## config.mk

```make
export PLATFORM = sky130hd
export DESIGN_NAME = dds_profile_core
export DESIGN_NICKNAME = d
export VERILOG_FILES = /design/src/rtl/dds_pkg.sv /design/src/rtl/dds_sine_rom.sv /design/src/rtl/dds_profile_bank.sv /design/src/rtl/dds_profile_core.sv
export SDC_FILE = /design/constraint.sdc
export NUM_CORES = 1
export LEC_CHECK = 0
export BUFFER_PORTS_ARGS = -buffer_cell sky130_fd_sc_hd__buf_2
export CORE_MARGIN = 5
export CORE_UTILIZATION = 45
export CTS_BUF_LIST = sky130_fd_sc_hd__clkbuf_16
export DETAILED_ROUTE_END_ITERATION = 16
export PLACE_DENSITY = 0.67
export SLEW_MARGIN = 15
export SYNTH_ARGS = -nofsm -noshare
export SYNTH_HDL_FRONTEND = slang
export SYNTH_SLANG_ARGS = --single-unit
```

## constraint.sdc

```tcl
create_clock -name clk -period 9.8 [get_ports clk]
set_clock_uncertainty 0.05 [all_clocks]
set_input_delay 2.94 -clock clk [delete_from_list [all_inputs] [get_ports clk]]
set_output_delay 2.94 -clock clk [all_outputs]
set_load 0.02 [all_outputs]
```

## src/rtl/dds_pkg.sv

```systemverilog
package dds_pkg;
    localparam int DDS_ACC_W  = 32;
    localparam int DDS_OFS_W  = 16;
    localparam int DDS_PH_W   = 10;
    localparam int DDS_AMP_W  = 10;
    localparam int DDS_NPROF  = 4;
    localparam int DDS_DATA_W = 8;
endpackage

```

## src/rtl/dds_sine_rom.sv

```systemverilog
module dds_sine_rom #(
    parameter int PH_W  = dds_pkg::DDS_PH_W,
    parameter int AMP_W = dds_pkg::DDS_AMP_W
) (
    input  logic [PH_W-1:0]         ph,
    output logic signed [AMP_W-1:0] amp
);
    localparam int QD   = 2 ** (PH_W - 2);
    localparam int QW   = PH_W - 2;
    localparam int MAGW = AMP_W - 1;

    // Rational sine approximation evaluated at the centre of each quarter-wave slot
    function automatic logic [MAGW-1:0] quarter_amp(input int k);
        longint n, h, t, amax, val;
        n    = longint'(1) <<< PH_W;
        h    = 2 * longint'(k) + 1;
        t    = h * (n - h);
        amax = (longint'(1) <<< MAGW) - 1;
        val  = (amax * 16 * t) / (5 * n * n - 4 * t);
        return MAGW'(val);
    endfunction

    logic [MAGW-1:0] rom [QD];

    for (genvar k = 0; k < QD; k++) begin : g_rom
        localparam logic [MAGW-1:0] VAL = quarter_amp(k);
        assign rom[k] = VAL;
    end

    logic [QW-1:0]    idx;
    logic [AMP_W-1:0] mag;

    always_comb begin
        idx = ph[PH_W-2] ? ~ph[QW-1:0] : ph[QW-1:0];
        mag = {1'b0, rom[idx]};
        amp = ph[PH_W-1] ? -mag : mag;
    end
endmodule

```

## src/rtl/dds_profile_bank.sv

```systemverilog
module dds_profile_bank #(
    parameter int NPROF  = dds_pkg::DDS_NPROF,
    parameter int ACC_W  = dds_pkg::DDS_ACC_W,
    parameter int OFS_W  = dds_pkg::DDS_OFS_W,
    parameter int DATA_W = dds_pkg::DDS_DATA_W,
    parameter int ADDR_W = $clog2(NPROF) + $clog2(ACC_W / DATA_W) + 1
) (
    input  logic                              clk,
    input  logic                              rst_n,
    input  logic                              wr_en,
    input  logic [ADDR_W-1:0]                 wr_addr,
    input  logic [DATA_W-1:0]                 wr_data,
    input  logic                              commit,
    output logic [NPROF-1:0][ACC_W-1:0]       act_f,
    output logic [NPROF-1:0][OFS_W-1:0]       act_o
);
    localparam int FB     = ACC_W / DATA_W;
    localparam int OB     = OFS_W / DATA_W;
    localparam int SLOT_B = $clog2(FB) + 1;

    typedef struct packed {
        logic [NPROF-1:0][ACC_W-1:0] stg_f;
        logic [NPROF-1:0][OFS_W-1:0] stg_o;
        logic [NPROF-1:0][ACC_W-1:0] act_f;
        logic [NPROF-1:0][OFS_W-1:0] act_o;
    } bank_t;

    bank_t b_d, b_q;

    always_comb begin
        int prof;
        int slot;
        b_d  = b_q;
        prof = int'(wr_addr[ADDR_W-1:SLOT_B]);
        slot = int'(wr_addr[SLOT_B-1:0]);
        if (commit) begin
            b_d.act_f = b_q.stg_f;
            b_d.act_o = b_q.stg_o;
        end
        if (wr_en && prof < NPROF) begin
            if (slot < FB) begin
                b_d.stg_f[prof][slot*DATA_W +: DATA_W] = wr_data;
            end else if (slot < FB + OB) begin
                b_d.stg_o[prof][(slot-FB)*DATA_W +: DATA_W] = wr_data;
            end
        end
    end

    always_ff @(posedge clk or negedge rst_n) begin
        if (!rst_n) b_q <= '0;
        else        b_q <= b_d;
    end

    assign act_f = b_q.act_f;
    assign act_o = b_q.act_o;
endmodule

```

## src/rtl/dds_profile_core.sv

```systemverilog
module dds_profile_core #(
    parameter int ACC_W  = dds_pkg::DDS_ACC_W,
    parameter int OFS_W  = dds_pkg::DDS_OFS_W,
    parameter int PH_W   = dds_pkg::DDS_PH_W,
    parameter int AMP_W  = dds_pkg::DDS_AMP_W,
    parameter int NPROF  = dds_pkg::DDS_NPROF,
    parameter int DATA_W = dds_pkg::DDS_DATA_W,
    parameter int SEL_W  = $clog2(NPROF),
    parameter int ADDR_W = $clog2(NPROF) + $clog2(ACC_W / DATA_W) + 1
) (
    input  logic                     clk,
    input  logic                     rst_n,
    input  logic                     wr_en,
    input  logic [ADDR_W-1:0]        wr_addr,
    input  logic [DATA_W-1:0]        wr_data,
    input  logic                     update,
    input  logic [SEL_W-1:0]         sel,
    output logic signed [AMP_W-1:0]  sample
);
    typedef struct packed {
        logic [SEL_W-1:0]        sel_q;
        logic                    upd_q;
        logic [ACC_W-1:0]        acc;
        logic signed [AMP_W-1:0] sample;
    } core_t;

    core_t r_d, r_q;

    logic                        commit;
    logic [NPROF-1:0][ACC_W-1:0] act_f;
    logic [NPROF-1:0][OFS_W-1:0] act_o;
    logic [ACC_W-1:0]            cur_step;
    logic [OFS_W-1:0]            cur_pow;
    logic [PH_W-1:0]             rom_ph;
    logic signed [AMP_W-1:0]     rom_amp;

    dds_profile_bank #(
        .NPROF(NPROF), .ACC_W(ACC_W), .OFS_W(OFS_W),
        .DATA_W(DATA_W), .ADDR_W(ADDR_W)
    ) u_bank (
        .clk    (clk),
        .rst_n  (rst_n),
        .wr_en  (wr_en),
        .wr_addr(wr_addr),
        .wr_data(wr_data),
        .commit (commit),
        .act_f  (act_f),
        .act_o  (act_o)
    );

    dds_sine_rom #(.PH_W(PH_W), .AMP_W(AMP_W)) u_rom (
        .ph (rom_ph),
        .amp(rom_amp)
    );

    always_comb begin
        commit   = (update & ~r_q.upd_q) | (sel != r_q.sel_q);
        cur_step = act_f[r_q.sel_q];
        cur_pow  = act_o[r_q.sel_q];
        rom_ph   = PH_W'((r_q.acc[ACC_W-1 -: OFS_W] + cur_pow) >> (OFS_W - PH_W));

        r_d        = r_q;
        r_d.acc    = r_q.acc + cur_step;
        r_d.sample = rom_amp;
        r_d.sel_q  = sel;
        r_d.upd_q  = update;
    end

    always_ff @(posedge clk or negedge rst_n) begin
        if (!rst_n) r_q <= '0;
        else        r_q <= r_d;
    end

    assign sample = r_q.sample;
endmodule

```

# After elaboration in Yosys (flattened, before gate mapping)
# Memories as Yosys holds them, arrays and structs flattened.
# Index checks and enable logic that the tools add are counted.
dict set report word_totals {
  input_bits 19
  rom_bits 2304
  out_inout_bits 10
  n_memories 1
  reg_bits 429
  wordCells 61
}
# memory depth word_bits read_ports rd_clocked_by_memory_dff wr line_no
set memory_table {}
lappend memory_table {{(no name shown)} 256 9 1 0 0 dds_sine_rom.sv:35} ;# mag = {1'b0, rom[idx]};
dict set report op_classes {
  reduce_logical 3
  addsub 6
  shifts 4
  eq_ne 1
  n_mux 14
  bitwise 6
  n_lt_le_gt_ge 6
}
# op n
set op_table {}
lappend op_table {{bitwise mux 128 bit} 1}
lappend op_table {{binary-select mux 32 bit (select 2 bit)} 1}
lappend op_table {{bitwise mux 64 bit} 1}
lappend op_table {{demux 32 bit (select 2 bit)} 1}
lappend op_table {{2-to-1 mux 32 bit} 2}
lappend op_table {{negator 32 -> 33 bit} 1}
lappend op_table {{negator 6 -> 33 bit} 1}
lappend op_table {{variable shift 8 x 33 -> 16 bit (first input constant)} 1}
lappend op_table {{variable shift 8 x 33 -> 32 bit (first input constant)} 1}
lappend op_table {{variable part select 8 x 33 -> 16 bit} 1}
lappend op_table {{variable part select 8 x 33 -> 32 bit} 1}
lappend op_table {{adder 32 bit} 1}
lappend op_table {{binary-select mux 16 bit (select 2 bit)} 1}
lappend op_table {{demux 16 bit (select 2 bit)} 1}
lappend op_table {{2-to-1 mux 16 bit} 2}
lappend op_table {{2-to-1 mux 9 bit} 2}
lappend op_table {{adder 16 bit} 1}
lappend op_table {{2-to-1 mux 10 bit} 1}
lappend op_table {{negator 9 -> 10 bit} 1}
lappend op_table {{>= comparator 9 bit (second input constant)} 1}
lappend op_table {{inverter 8 -> 9 bit} 1}
lappend op_table {{2-to-1 mux 8 bit} 1}
lappend op_table {{inverter 8 bit} 1}
lappend op_table {{less-than comparator 2 x 3 -> 1 bit (second input constant)} 2}
lappend op_table {{10 further kinds} 12}

# Logic depth before layout (Yosys ltp)
# Gate-level depths: netlist of run 1.
dict set report depth {
  depth_word 11
  depth_mapped 31
  ltp_nobuf 23
}

# By module
# Synthesis of run 1 repeated with hierarchy kept, for this count alone.
dict set report unflattened {
  hier_cells 2206
  hier_area_um2 25214.2
}
# mod area_per_inst_um2 cells_per_inst seq_area_each_um2 instances
set by_module_without_submodules {}
lappend by_module_without_submodules {dds_profile_bank 16185.5 1109 9609.2 1}
lappend by_module_without_submodules {dds_sine_rom 4530.6 688 0.0 1}
lappend by_module_without_submodules {dds_profile_core 4498.1 409 1126.1 1}

# Worst setup path after synthesis of run 1
# No wires, ideal clock.
dict set report synth_path {
  kind {register to register}
  start {register r_q[43] (netlist name)}
  end {register r_q (netlist bit sample[6])}
  path_stages_with_launch 30
  required_time_ns 9.619
  setup_time_ns 0.131
  n_path_buf 9
  period_less_slack_ns 7.155
  t_arrival_ns 6.974
  path_slack_ns 2.645
  path_cell_list {dfrtp_1 > buf_6 > clkbuf_1 > buf_1 > mux4_2 > ha_1 > clkbuf_1 > a21oi_1 > o21ai_1 > a221o_1 > or3_1 > buf_4 > nand2_4 > buf_6 > buf_6 > buf_4 > xnor2_1 > inv_1 > ha_1 > ha_1 > buf_4 > or2_2 > a2111oi_0 > o22ai_1 > o221ai_1 > nor4_2 > a211oi_4 > nor3b_4 > a31oi_1 > xor2_1}
}
# item line_no
set synth_rtl {}
lappend synth_rtl {{from (decl)} dds_profile_core.sv:27} ;# core_t r_d, r_q;
lappend synth_rtl {{from (signal assigned)} dds_profile_core.sv:71} ;# else r_q <= r_d;

==> metrics, run 1 <==
status=finished, final reports clean; port bufs=28; first-pass detailed-route iteration total=6; Tcrit/Tclk final=77.4%; die area=55,300 um2; global-route wire length before repair=102,000 um; number of gates resized after cts=0; total power=7.90 mW; Final min period=7.59 ns; slowest CP cell=dfrtp_4; fin. max-slew vios=0; Peak supply drop=0.201 mV; worst path required time=10.20 ns; register area=10,700 um2; main flop type after synthesis=dfrtp_1; H-tree depth=2; synth cell count leaders=429 x dfrtp_1, 345 x mux2_2, 118 x nand2_1; Post-layout nets=1,988; core footprint=50,200 um2; CP arrival=7.99 ns; GR peak layer=met2; #FFs+latches synth=429; # placed instances=2,527; hold-fix buffers at CTS=0; multi-input logic area=11,400 um2; global route overflow=0; IO Pins=29; Slew @ Worst Pin=1.28 ns; ANT nets after route=0; complex-gate fraction of the synthesized area=12.6%; number of synthesis warnings=0; Setup CP Type=reg -> reg; slew margin rel.=14.2%; Horiz. Die Dim=235 um; clk slew on worst S/H paths=0.06 ns; simple-gate portion of the synthesized area=8.68%; clk sinks=429; CTS tree=yes; Post-Synth Adder-Cell Area=3.71%; Setup Fix Bufs, Post-CTS=0; post-synth net total=2,005; Root Driver=clkbuf_16; RSZ-0062 raised after global routing=no; CP Capture Type=flop; share of the synthesized area in the top cell type=47.1%; Leakage=11.5 nW; xor-xnor portion of the synthesized cell area=2.37%; crit path cell chain=mux4_2 -> ha_1 -> a21oi_1 -> o21ai_1 -> a221o_1 -> or3_1 -> nand2_4 -> xnor2_1 -> inv_1 -> ha_1 -> inv_1 -> ha_1 -> nor2_1 -> o21ai_0 -> o21ai_0 -> a32oi_1 -> o221ai_1 -> nor4_2 -> a211oi_4 -> nor3b_4 -> a31oi_1 -> xnor2_1; most frequent cell after synthesis=dfrtp_1; largest net degree at the start of global routing=192; mux contribution to synthesized area=22.2%; Row Count=82; # setup viols final=0; CP Max Fanout=39; via-per-instance ratio=6.22; share of layout cells above drive strength 1=29.8%; number of max-cap violations=0; post-synthesis instance total=1,919; Routability Congestion=1.04; PwrDens=317 nW/um2; via count=16,200; FMAX=132 MHz; met1 usage in global routing=32.2%; total track usage=23.3%; initial antenna violation count=0; EDFF count, synth=0; Initial Util=45.4%; chip height=235 um; routing usage on met3=4.05%; Clock Latency Late Sink=0.59 ns; Yosys top cell by area=dfrtp_1; non-filler cells, final=2,610; per-cell routed wire length=25.1 um; CTS Buffer Depth=3; asr flop ratio synth=100%; Hold Vio Cnt, Final=0; Synth area leaders=dfrtp_1 47%, mux2_2 17%, mux4_2 4.7%, ha_1 3.6%, o21ai_0 2.1%; sequential area share after synthesis=47.1%; synth unique cells=99; Syn Std Cell Area=22,800 um2; Worst setup SP type=flop; Starting DRT DRC Count=1,481; syn_area_per_cell=11.9 um2; most frequent cell on the critical path=ha_1; GR Util met2=37.1%; final wirelength=65,500 um; P&R area growth vs syn=9.23%; CP max stage delay=0.78 ns; CTS Buf Count=45; min-delay worst type=reg -> reg; largest family of logic cells by synthesized area=multiplexers; Hold Slack=0.427 ns; vias in the first global route=16,600; fillers=4,406; final sum of negative setup slack=0 ns; post-DP HPWL=44,400 um; DRC=0
-- flip-flops by register name (all words and copies together), names as in the netlist --
name	cells
u_bank.act_f	128
r_q	35
u_bank.b_q	192
u_bank.act_o	64
sample	10
-- layout make-up --
cell class                      instances  share of cell area [%]
Antenna cell                            2                  0.0201
Clock buffer                           46                    4.62
Clock inverter                         35                    1.01
Inverter                               37                   0.558
Timing Repair Buffer                   58                    1.61
Tap cell                              672                    3.38
Sequential cell                       429                    43.1
Multi-Input combinational cell       1331                    45.7
-- worst max-delay path, delay by kind of cell (launching register included) --
family                     cells  cell delay, ns
DFF                            1            0.78
adders and majority gates      3            1.17
AOI/OAI and AO/OA              9            2.25
muxes                          1            0.58
buffers and inverters          2            0.29
xor gates and xnor gates       2            0.41
and+or+nand+nor                5            1.87
-- power breakdown --
part / switching (mW) / internal, mW
Combinational: 2.79 / 1.40
Sequential: 0.109 / 1.97
Clock: 0.725 / 0.912
-- cells by family (layout without fill, tap and decap cells) --
kind of cell,after synthesis,in the layout
XOR/XNOR,60,60
buffers and inverters,159,176
AND/OR/NAND/NOR,389,389
adder cells (fa/ha/maj),67,67
other,0,2
AO/OA/AOI/OAI,412,412
multiplexers,403,403
flip-flops,429,429
-- placed cells by master (no fill, tap or decap), types with 9 or more instances in the layout --
cell type    n
or3_1       10
and2_1      18
dfrtp_1    427
clkbuf_16   46
nor2_1      66
nor3_1      33
a21oi_1     73
nand3_1     49
o21ai_0     96
a31oi_1     14
a22oi_1     12
clkinv_1    13
o221ai_1     9
nand2b_1    12
mux2_2     345
o22ai_1     22
xnor2_1     48
ha_1        66
nor2b_1     13
o21a_1      10
xor2_1       9
mux2i_1      9
mux4_2      48
inv_1       41
a21o_1      14
buf_4       28
buf_2       27
and3_1      13
o211ai_1    26
nand2_1    118
a211oi_1    11
-- worst paths after layout --
path / from / end / slack, ns / cells past startpoint
setup reg to reg: r_q[43] / sample[7] / 2.21 / 22
max in group asynchronous: rst_n / u_bank.b_q[277] / 5.71 / 2
hold reg to reg: u_bank.b_q[221] / u_bank.b_q[221] / 0.43 / 2
hold / removal: u_bank.b_q[221] / u_bank.b_q[221] / 0.43 / 2
min in group asynchronous: rst_n / u_bank.act_f[39] / 2.38 / 1
setup / recovery: r_q[43] / sample[7] / 2.21 / 22
-- metrics by stage --
stage / worst slack, ns / area [um2] / utilization [%]
6_report: 2.21 / 24900 / 49.6
5_1_grt: 1.71 / 24900 / 49.6
3_3_place_gp: 2.52 / 23500 / 46.8
4_1_cts: 2.34 / 24900 / 49.6
2_1_floorplan: 2.64 / 22800 / -
3_5_place_dp: 2.39 / 23500 / 46.8
-- layer usage --
metal / part of all wire (%) / vias up / wire, um
li1: - / 7130 / -
met1: 44 / 8307 / 28700
met2: 46 / 604 / 30300
met3: 5.8 / 200 / 3770
met4: 4.2 / 0 / 2770
met5: 0 / - / 0
Note: power is estimated with default switching activity, not from simulation.
==> run 2, diff against run 1 <==
--- a/config.mk
+++ b/config.mk
@@ -10,7 +10,7 @@
 export CORE_UTILIZATION = 45
 export CTS_BUF_LIST = sky130_fd_sc_hd__clkbuf_16
 export DETAILED_ROUTE_END_ITERATION = 16
-export PLACE_DENSITY = 0.67
+export PLACE_DENSITY = 0.69
 export SLEW_MARGIN = 15
 export SYNTH_ARGS = -nofsm -noshare
 export SYNTH_HDL_FRONTEND = slang
==> constraint.sdc (replaced) <==
create_clock -name clk -period 6.95 [get_ports clk]
set_clock_uncertainty 0.05 [all_clocks]
set_input_delay 2.085 -clock clk [delete_from_list [all_inputs] [get_ports clk]]
set_output_delay 2.085 -clock clk [all_outputs]
set_load 0.02 [all_outputs]
==> run 2 against run 1 <==
Net effect: sequential power is 40% higher; critical path depth shrank 2; sequential share of layout area decreased by 0.44 points; clock power rose by 28%; clock-buffer cell count is 2 lower; routed wire length up 1.3%; sequential cell count did not move; total power grew 44%; hold slack gained 0.0013 ns; global-route usage up 0.28 points; setup slack lost 1.8 ns; design area is 1.0% higher; largest power group unchanged.
==> metrics, run 2 (synthesis gave the netlist of run 1 again) <==
core footprint=50,200 um2; H-tree depth=2; most common cell after layout, fill and taps aside=dfrtp_1; # placed instances=2,577; clk slew on worst S/H paths=0.06 ns; via count=16,500; ANT nets after route=0; Hold Slack=0.428 ns; fin. max-slew vios=0; Worst setup SP type=flop; Peak supply drop=0.233 mV; slowest CP cell=dfrtp_4; Top reg by flops=u_bank.b_q; clock share of power=18.5%; RSZ-0062 raised after global routing=no; P&R area growth vs syn=10.4%; global-route wire length before repair=104,000 um; R2R depth=20; per-cell routed wire length=25.0 um; post-DP HPWL=46,200 um; clk sinks=429; # setup viols final=0; logic depth of the worst setup path including buffers=20; Worst Setup SP=r_q[43]; Horiz. Die Dim=235 um; CP Max Fanout=17; final wirelength=66,300 um; min-delay worst type=reg -> reg; Clock Latency Late Sink=0.56 ns; total power=11.4 mW; CTS Buf Count=44; Root Driver=clkbuf_16; Top Family by Delay on Critical Path=simple AND/OR/NAND/NOR gates; Sw Pwr=5.16 mW; chip height=235 um; Row Count=82; first-pass detailed-route iteration total=7; via-per-instance ratio=6.20; share of layout cells above drive strength 1=31.1%; design area=25,200 um2; CP arrival=6.96 ns; status=finished, final reports clean; critical path endpoint=sample[6]; Setup Fix Bufs, Post-CTS=0; Switching Share=45.4%; vias in the first global route=17,200; total track usage=23.6%; leading cell types in the layout, fill and taps excluded=427 x dfrtp_1, 345 x mux2_2, 118 x nand2_1; worst path required time=7.36 ns; worst slack, placed=0.415 ns; number of max-cap violations=0; die area=55,300 um2; initial antenna violation count=2; IO Pins=29; CP Capture Type=flop; Leakage=11.7 nW; reg2reg start=r_q[43]; hold-fix buffers at CTS=0; port bufs=28; r2r setup slk=0.41 ns; crit path cell chain=mux4_2 -> ha_1 -> o21ai_0 -> o31ai_1 -> buf_4 -> and3_4 -> or3_1 -> a21oi_4 -> or2_1 -> buf_4 -> ha_1 -> nor2_1 -> a21oi_1 -> o21ai_0 -> and4_1 -> nor4_2 -> a211oi_4 -> nor3b_4 -> a31oi_1 -> xor2_1; Pint=6.22 mW; CTS Buffer Depth=3; final worst setup slack=0.405 ns; placed instance area=23,900 um2; CP max stage delay=0.64 ns; global route overflow=0; Tcrit/Tclk final=94.2%; slew margin rel.=26.2%; Finished Core Util=50.1%; Initial Util=45.4%; reg2reg end=sample[6]; largest net degree at the start of global routing=119; Combinational Power Share=55.9%; DRC=0; PwrDens=452 nW/um2; Hold Vio Cnt, Final=0; CTS tree=yes; Routability Congestion=0.986; max FFs per register=192; Final min period=6.54 ns; non-filler cells, final=2,657; Post-layout nets=2,037; Slew @ Worst Pin=1.11 ns; number of gates resized after cts=0; Flop pwr share=25.7%; final sum of negative setup slack=0 ns; Starting DRT DRC Count=1,727; fillers=4,367; Setup CP Type=reg -> reg; Buf/Inv on CP=2; FMAX=153 MHz
[run 2: changes by cell type in the layout (fill, tap and decap cells not counted), moves of 2 or more]
cell       before  now
clkinv_1       13   11
inv_6           4    2
clkinv_4        0    2
inv_1          41   48
clkbuf_16      46   44
clkinv_2        8    5
bufinv_16       2    0
buf_4          28   77
[run 2: power by group through the flow]
stage | sequential (mW) | combinational, mW | clock, mW
3_3_place_gp | 2.95 | 6.20 | 0
6_report | 2.92 | 6.36 | 2.10
3_5_place_dp | 2.96 | 6.07 | 0
2_1_floorplan | 2.90 | 3.96 | 0
4_1_cts | 2.92 | 6.11 | 2.16
5_1_grt | 2.95 | 6.65 | 2.26
[run 2: how the worst min path moves through the flow]
stage,from,end,slack (ns),cells after the start
after floorplan,u_bank.b_q[349],u_bank.b_q[349],0.39,2
after global placement,u_bank.b_q[350],u_bank.b_q[350],0.41,2
after detailed placement,u_bank.b_q[286],u_bank.b_q[286],0.42,2
after CTS,u_bank.b_q[283],u_bank.b_q[283],0.43,2
after global routing,u_bank.b_q[221],u_bank.b_q[221],0.45,2
final,u_bank.b_q[283],u_bank.b_q[283],0.43,2
[run 2: layout make-up]
| class | instances | area, um2 | share of cell area (%) |
|---|---|---|---|
| Tap cell | 672 | 841 | 3.34 |
| Inverter | 37 | 139 | 0.552 |
| Timing Repair Buffer | 108 | 788 | 3.13 |
| Clock inverter | 33 | 163 | 0.647 |
| Antenna cell | 3 | 7.51 | 0.0298 |
| Clock buffer | 44 | 1100 | 4.38 |
| Sequential cell | 429 | 10700 | 42.7 |
| Multi-Input combinational cell | 1331 | 11400 | 45.2 |
[run 2: worst min-delay path, stage by stage, from the launching register on]
cell     delay [ns]
dfrtp_1        0.34
nand2_1        0.04
o21ai_0        0.06
[run 2: layer usage]
layer,vias up,wire length [um],GRT usage (%)
li1,7221,-,-
met1,8354,27800,31.8
met2,684,31500,38.8
met3,224,3960,3.13
met4,0,3100,9.68
met5,-,0,0
